`config.mk`:
```
export PLATFORM = sky130hd
export DESIGN_NAME = rxq_top
export DESIGN_NICKNAME = d
export VERILOG_FILES = /design/src/rtl/rxq_pkg.sv /design/src/rtl/rxq_store.sv /design/src/rtl/rxq_trigger.sv /design/src/rtl/rxq_idle_timer.sv /design/src/rtl/rxq_top.sv
export SDC_FILE = /design/constraint.sdc
export NUM_CORES = 1
export LEC_CHECK = 0
export BUFFER_PORTS_ARGS = -buffer_cell sky130_fd_sc_hd__buf_2
export CORE_ASPECT_RATIO = 1.75
export CORE_MARGIN = 1
export CORE_UTILIZATION = 60
export CTS_BUF_LIST = sky130_fd_sc_hd__clkbuf_16
export CTS_CLUSTER_DIAMETER = 200
export DETAILED_ROUTE_END_ITERATION = 16
export PLACE_DENSITY_LB_ADDON = 0.12
export SLEW_MARGIN = 20
export SYNTH_ARGS = -nofsm -noshare
export SYNTH_HDL_FRONTEND = slang
export SYNTH_SLANG_ARGS = --single-unit
export TNS_END_PERCENT = 1
```
`constraint.sdc`:
```
create_clock -name clk -period 3.1 [get_ports clk]
set_input_delay 0.155 -clock clk [delete_from_list [all_inputs] [get_ports clk]]
set_output_delay 0.155 -clock clk [all_outputs]
set_load 0.05 [all_outputs]
```
`src/rtl/rxq_pkg.sv`:
```
package rxq_pkg;

    localparam int unsigned CHAR_W = 8;
    localparam int unsigned TMO_CW = 8;

    typedef struct packed {
        logic [TMO_CW-1:0] ticks;
        logic              flag;
    } rxq_tmo_state_t;

endpackage

```
`src/rtl/rxq_store.sv`:
```
module rxq_store #(
    parameter int unsigned DEPTH = 16,
    parameter int unsigned DW    = 8,
    localparam int unsigned AW   = (DEPTH > 1) ? $clog2(DEPTH) : 1,
    localparam int unsigned CW   = $clog2(DEPTH + 1)
) (
    input  logic          clk,
    input  logic          rst_n,
    input  logic          flush,
    input  logic          wr_en,
    input  logic [DW-1:0] wr_data,
    input  logic          rd_en,
    output logic [DW-1:0] rd_data,
    output logic [CW-1:0] count,
    output logic          rd_ok,
    output logic          err
);

    typedef struct packed {
        logic [AW-1:0] wp;
        logic [AW-1:0] rp;
        logic [CW-1:0] cnt;
        logic          err;
    } store_t;

    localparam logic [CW-1:0] FULL_CNT = CW'(DEPTH);
    localparam logic [AW-1:0] LAST_IDX = AW'(DEPTH - 1);

    store_t s_d, s_q;
    logic [DW-1:0] mem_q [DEPTH];
    logic do_rd, do_wr;

    always_comb begin
        s_d   = s_q;
        do_rd = rd_en && (s_q.cnt != '0);
        do_wr = wr_en && ((s_q.cnt != FULL_CNT) || do_rd);
        if (flush) begin
            s_d = '0;
        end else begin
            if (do_wr) s_d.wp = (s_q.wp == LAST_IDX) ? '0 : s_q.wp + 1'b1;
            if (do_rd) s_d.rp = (s_q.rp == LAST_IDX) ? '0 : s_q.rp + 1'b1;
            if (do_wr && !do_rd) s_d.cnt = s_q.cnt + 1'b1;
            else if (do_rd && !do_wr) s_d.cnt = s_q.cnt - 1'b1;
            if (wr_en && !do_wr) s_d.err = 1'b1;
        end
    end

    always_ff @(posedge clk or negedge rst_n) begin
        if (!rst_n) s_q <= '0;
        else        s_q <= s_d;
    end

    always_ff @(posedge clk) begin
        if (do_wr && !flush) mem_q[s_q.wp] <= wr_data;
    end

    assign rd_data = mem_q[s_q.rp];
    assign count   = s_q.cnt;
    assign rd_ok   = do_rd && !flush;
    assign err     = s_q.err;

    p_count_bound_r3: assert property (@(posedge clk) disable iff (!rst_n)
        s_q.cnt <= FULL_CNT);

    p_drop_when_full_r4: assert property (@(posedge clk) disable iff (!rst_n)
        (wr_en && !rd_en && !flush && s_q.cnt == FULL_CNT) |=> (s_q.cnt == FULL_CNT) && s_q.err);

    p_err_sticky_r4: assert property (@(posedge clk) disable iff (!rst_n)
        (s_q.err && !flush) |=> s_q.err);

    p_flush_empties_r9: assert property (@(posedge clk) disable iff (!rst_n)
        flush |=> (s_q.cnt == '0) && !s_q.err);

endmodule

```
`src/rtl/rxq_trigger.sv`:
```
module rxq_trigger #(
    parameter int unsigned DEPTH = 16,
    localparam int unsigned CW   = $clog2(DEPTH + 1)
) (
    input  logic [2:0]    ratio,
    input  logic [CW-1:0] count,
    output logic          req
);

    int unsigned scaled;
    int unsigned level;

    always_comb begin
        scaled = (int'(ratio) * DEPTH) / 8;
        level  = (scaled == 0) ? 1 : scaled;
        req    = int'(count) >= level;
    end

endmodule

```
`src/rtl/rxq_idle_timer.sv`:
```
module rxq_idle_timer
    import rxq_pkg::*;
(
    input  logic       clk,
    input  logic       rst_n,
    input  logic       flush,
    input  logic       restart,
    input  logic       active,
    input  logic       tick,
    input  logic [3:0] n_val,
    input  logic       clr,
    output logic       flag
);

    rxq_tmo_state_t t_d, t_q;
    logic [TMO_CW-1:0] limit;
    logic              fire;

    always_comb begin
        t_d   = t_q;
        limit = ({{(TMO_CW-4){1'b0}}, n_val} + 1'b1) << 3;
        fire  = active && !restart && tick && ((t_q.ticks + 1'b1) == limit);
        if (flush) begin
            t_d = '0;
        end else begin
            if (restart || !active)                t_d.ticks = '0;
            else if (tick && (t_q.ticks < limit))  t_d.ticks = t_q.ticks + 1'b1;
            if (fire)      t_d.flag = 1'b1;
            else if (clr)  t_d.flag = 1'b0;
        end
    end

    always_ff @(posedge clk or negedge rst_n) begin
        if (!rst_n) t_q <= '0;
        else        t_q <= t_d;
    end

    assign flag = t_q.flag;

    p_flag_sticky_r8: assert property (@(posedge clk) disable iff (!rst_n)
        (t_q.flag && !clr && !flush) |=> t_q.flag);

    p_fire_needs_active_r7: assert property (@(posedge clk) disable iff (!rst_n)
        $rose(t_q.flag) |-> $past(active) && $past(tick));

    p_idle_reset_r7: assert property (@(posedge clk) disable iff (!rst_n)
        (!active && !flush) |=> (t_q.ticks == '0));

endmodule

```
`src/rtl/rxq_top.sv`:
```
module rxq_top
    import rxq_pkg::*;
#(
    parameter int unsigned DEPTH = 16,
    localparam int unsigned CW   = $clog2(DEPTH + 1)
) (
    input  logic              clk,
    input  logic              rst_n,
    input  logic              flush,
    input  logic              wr_en,
    input  logic [CHAR_W-1:0] wr_data,
    input  logic              rd_en,
    output logic [CHAR_W-1:0] rd_data,
    input  logic              frame_tick,
    input  logic [2:0]        trig_ratio,
    input  logic [3:0]        tmo_n,
    input  logic              tmo_en,
    input  logic              status_wr,
    input  logic              tmo_wb,
    output logic              rx_ready,
    output logic [7:0]        rx_count,
    output logic              rx_full,
    output logic              rx_err,
    output logic              rx_req,
    output logic              tmo_flag
);

    logic [CW-1:0] cnt;
    logic          rd_ok;

    rxq_store #(.DEPTH(DEPTH), .DW(CHAR_W)) u_store (
        .clk     (clk),
        .rst_n   (rst_n),
        .flush   (flush),
        .wr_en   (wr_en),
        .wr_data (wr_data),
        .rd_en   (rd_en),
        .rd_data (rd_data),
        .count   (cnt),
        .rd_ok   (rd_ok),
        .err     (rx_err)
    );

    rxq_trigger #(.DEPTH(DEPTH)) u_trig (
        .ratio (trig_ratio),
        .count (cnt),
        .req   (rx_req)
    );

    rxq_idle_timer u_timer (
        .clk     (clk),
        .rst_n   (rst_n),
        .flush   (flush),
        .restart (wr_en || rd_ok),
        .active  (tmo_en && (cnt != '0)),
        .tick    (frame_tick),
        .n_val   (tmo_n),
        .clr     (status_wr && tmo_wb),
        .flag    (tmo_flag)
    );

    assign rx_ready = cnt != '0;
    assign rx_full  = cnt == CW'(DEPTH);
    assign rx_count = 8'(cnt);

    p_req_needs_data_r5: assert property (@(posedge clk) disable iff (!rst_n)
        rx_req |-> rx_ready);

    p_full_is_ready_r10: assert property (@(posedge clk) disable iff (!rst_n)
        rx_full |-> rx_ready);

endmodule

```
==> metrics.md <==
| Metric | Value |
|---|---|
| Period utilization | `93.4%` |
| Longest Clk Path Bufs | `2` |
| Number of synthesized flops with an enable pin | `128` |
| CTS tree | `yes` |
| Final Hold Fails | `0` |
| Port-buffer cells | `between 40 and 50` |
| Min-delay worst type | `in2reg` |
| Mean Syn Cell Area | `14.6 um2` |
| Worst vdd ir | `0.528 mV` |
| Crit Path Class | `reg2reg` |
| H-tree lvl count | `4` |
| Setup Viol. Count Final | `0` |
| Req. time, crit path | `3400 ps` |
| Slew Viols, Final | `0` |
| Slew Limit Headroom | `between 50% and 60%` |
| Num CTS Buffers | `17` |
| RSZ-0062 raised after global routing | `no` |
| Iteration-0 DRC Markers | `245` |
| Remaining DRCs | `0` |
| Worst-path clk slew | `60 ps` |
| Antenna Nets Post-Route | `0` |
| Worst-Margin Slew | `701 ps` |
| DR vias | `4094` |
| CTS Sinks | `between 150 and 200` |
| Synth Warn # | `0` |
| Top Ports | `45` |
| Via count of the first global-routing pass | `4236` |
| Initial Util | `between 60% and 70%` |
| Final GP Congestion | `0.793` |
| Die width | `82.2 um` |
| Critical path data arrival time | `between 3000 and 4000 ps` |
| Post-synthesis sequential area ratio | `65.4%` |
| Highest clock rate | `345 MHz` |
| Vias/cell | `6.11` |
| PwrDens | `727 nW/um2` |
| Remaining global-route overflow | `0` |
| Gate Count Post-Synth | `463` |
| Yosys reg bits | `151` |
| Setup TNS | `0 ps` |
| Design area | `~7800 um2` |
| Largest net degree at the start of global routing | `25` |
| Worst-Skew Late Latency | `between 400 and 500 ps` |
| Commonest cells after routing, fill and taps aside | `128 x edfxtp_1, 41 x buf_2, 39 x nor2_1` |
| Placed Area | `around 7000 um2` |
| Cell variety after synth | `50` |
| DR pass1 iterations | `4` |
| Clk Tree Root Cell | `clkbuf_16` |
| Minimum clock period | `just under 3000 ps` |
| Max-cap violations | `0` |
| Leakage | `2.84 nW` |
| Most common cell after layout, fill and taps aside | `edfxtp_1` |
| Fin util | `72.2%` |
| Die footprint | `11700 um2` |
| Initial antenna violation count | `3` |
| Synth Flop Type | `edfxtp_1` |
| Clock skew | `7.60 ps` |
| Core Area | `~11000 um2` |
| Mapped cell area | `6760 um2` |
| # rows | `50` |
| Die height | `142 um` |
| Nature of the critical path endpoint | `flop` |
| First-pass GRT wire length | `approximately 22000 um` |
| DRT Wirelength | `14100 um` |
| Worst setup SP type | `flop` |
| Max FO, Critical Path | `6` |
| Status | `complete, no violations` |
| Hpwl dp | `9700 um` |
| Gr usage total | `27.0%` |
| Average wire per standard cell | `21.0 um` |
| Synthesis-to-finish area growth | `15.6%` |
| Synth async-reset ratio | `15.2%` |
| Nets | `568` |
| Layout cell share with drive strength beyond 1 | `a little under a quarter` |
## kinds of logic (layout without fill, tap and decap cells)
logic type	Yosys count	in the layout	synth area share, %
buffers and inverters	39	111	2.70
adder cells (fa/ha/maj)	19	19	3.63
AO/OA/AOI/OAI	74	74	7.06
flip-flops	151	151	65.4
multiplexers	55	55	11.4
XOR/XNOR	18	18	2.33
AND/OR/NAND/NOR	106	106	7.45
other	1	6	0.0555
## repair_timing
| action | in CTS | in global routing |
|---|---|---|
| buffers inserted | 0 | 2 |
| hold endpoints to repair | 23 | 0 |
| hold buffers | 1 | 0 |
| setup endpoints to repair | 0 | 1 |
| resized for setup | 0 | 0 |
## stage by stage
step	instances	setup WS, ps	hold slack, ps	power (mW)
5_1_grt	670	62.3	54.0	5.89
4_1_cts	665	104	45.1	5.70
3_5_place_dp	633	113	167	3.69
3_3_place_gp	633	184	158	3.67
6_report	670	203	53.5	5.68
2_1_floorplan	465	311	-141	3.40
## path summary, 6_finish.rpt
check	cells after the start	endpoint	startpoint	slack, ps
worst max-delay path	9	u_store.count[4]$_DFFE_PN0P_	u_store.count[1]$_DFFE_PN0P_	200
worst min-delay path	4	u_timer.flag$_DFFE_PN0P_	tmo_wb	50
worst max register to register	9	u_store.count[4]$_DFFE_PN0P_	u_store.count[1]$_DFFE_PN0P_	200
worst min register to register	2	u_store.err$_DFFE_PN0P_	u_store.err$_DFFE_PN0P_	500
max in group asynchronous	2	u_store.s_q[6]$_DFFE_PN0P_	rst_n	2460
min in group asynchronous	2	u_timer.flag$_DFFE_PN0P_	rst_n	250
## layout make-up
cell class,count,area [um2]
Antenna cell,3,7.51
Multi-Input combinational cell,275,2160
Fill cell,700,3010
Clock buffer,17,425
Tap cell,130,163
Clock inverter,14,161
Inverter,14,52.6
Timing Repair Buffer,66,420
Sequential cell,151,4420
## worst max-delay path, cell delays in order, from the launching register on
cell     delay (ps)
dfrtp_1         430
or4_4           610
o21a_1          280
nor2_4          140
inv_1            90
ha_1            330
a21o_1          170
a21oi_1         190
mux2i_1         210
mux2_1          330
## layer usage
metal / part of all wire, % / vias up / wire, um / track usage [%]
li1: - / 1879 / - / -
met1: 37 / 2031 / 5210 / 31.1
met2: 56 / 151 / 7820 / 45.8
met3: 3.9 / 33 / 547 / 5.58
met4: 3.5 / 0 / 493 / 14.7
met5: 0 / - / 0 / 0
## cell usage after synthesis, types with 3 or more instances
library cell  instances  share of area [%]
mux2_2                8                1.3
buf_1                 3               0.17
a22oi_1               8               0.89
mux2i_1              26                3.9
edfxtp_1            128                 57
nand2b_1              4               0.37
mux4_2               16                5.3
buf_4                 8               0.89
nand3_1               6               0.44
xnor2_1              11                1.4
a21oi_1              19                1.4
ha_1                 18                3.3
nor2_1               39                2.2
mux2_1                5               0.83
dfrtp_1              23                8.5
inv_1                14               0.78
a221oi_1              8                1.0
buf_2                 5               0.37
nand2_1              27                1.5
nand3b_1              4               0.44
o21ai_0              24                1.8
nor3_1               12               0.89
xor2_1                7               0.91
clkbuf_1              9               0.50
## report_power, final
| part | total [mW] | internal, mW | switching (mW) |
|---|---|---|---|
| clock network | 2.03 | 1.25 | 0.775 |
| registers | 2.35 | 2.26 | 0.0899 |
| logic | 1.31 | 0.506 | 0.800 |
## flip-flops by register name, summed over array words and instances, names as in the netlist
| register | flops |
|---|---|
| u_store.count | 5 |
| u_store.err | 1 |
| u_store.mem_q | 128 |
| u_store.s_q | 8 |
| u_timer.flag | 1 |
| u_timer.t_q | 8 |
Note: power is estimated with default switching activity, not from simulation.
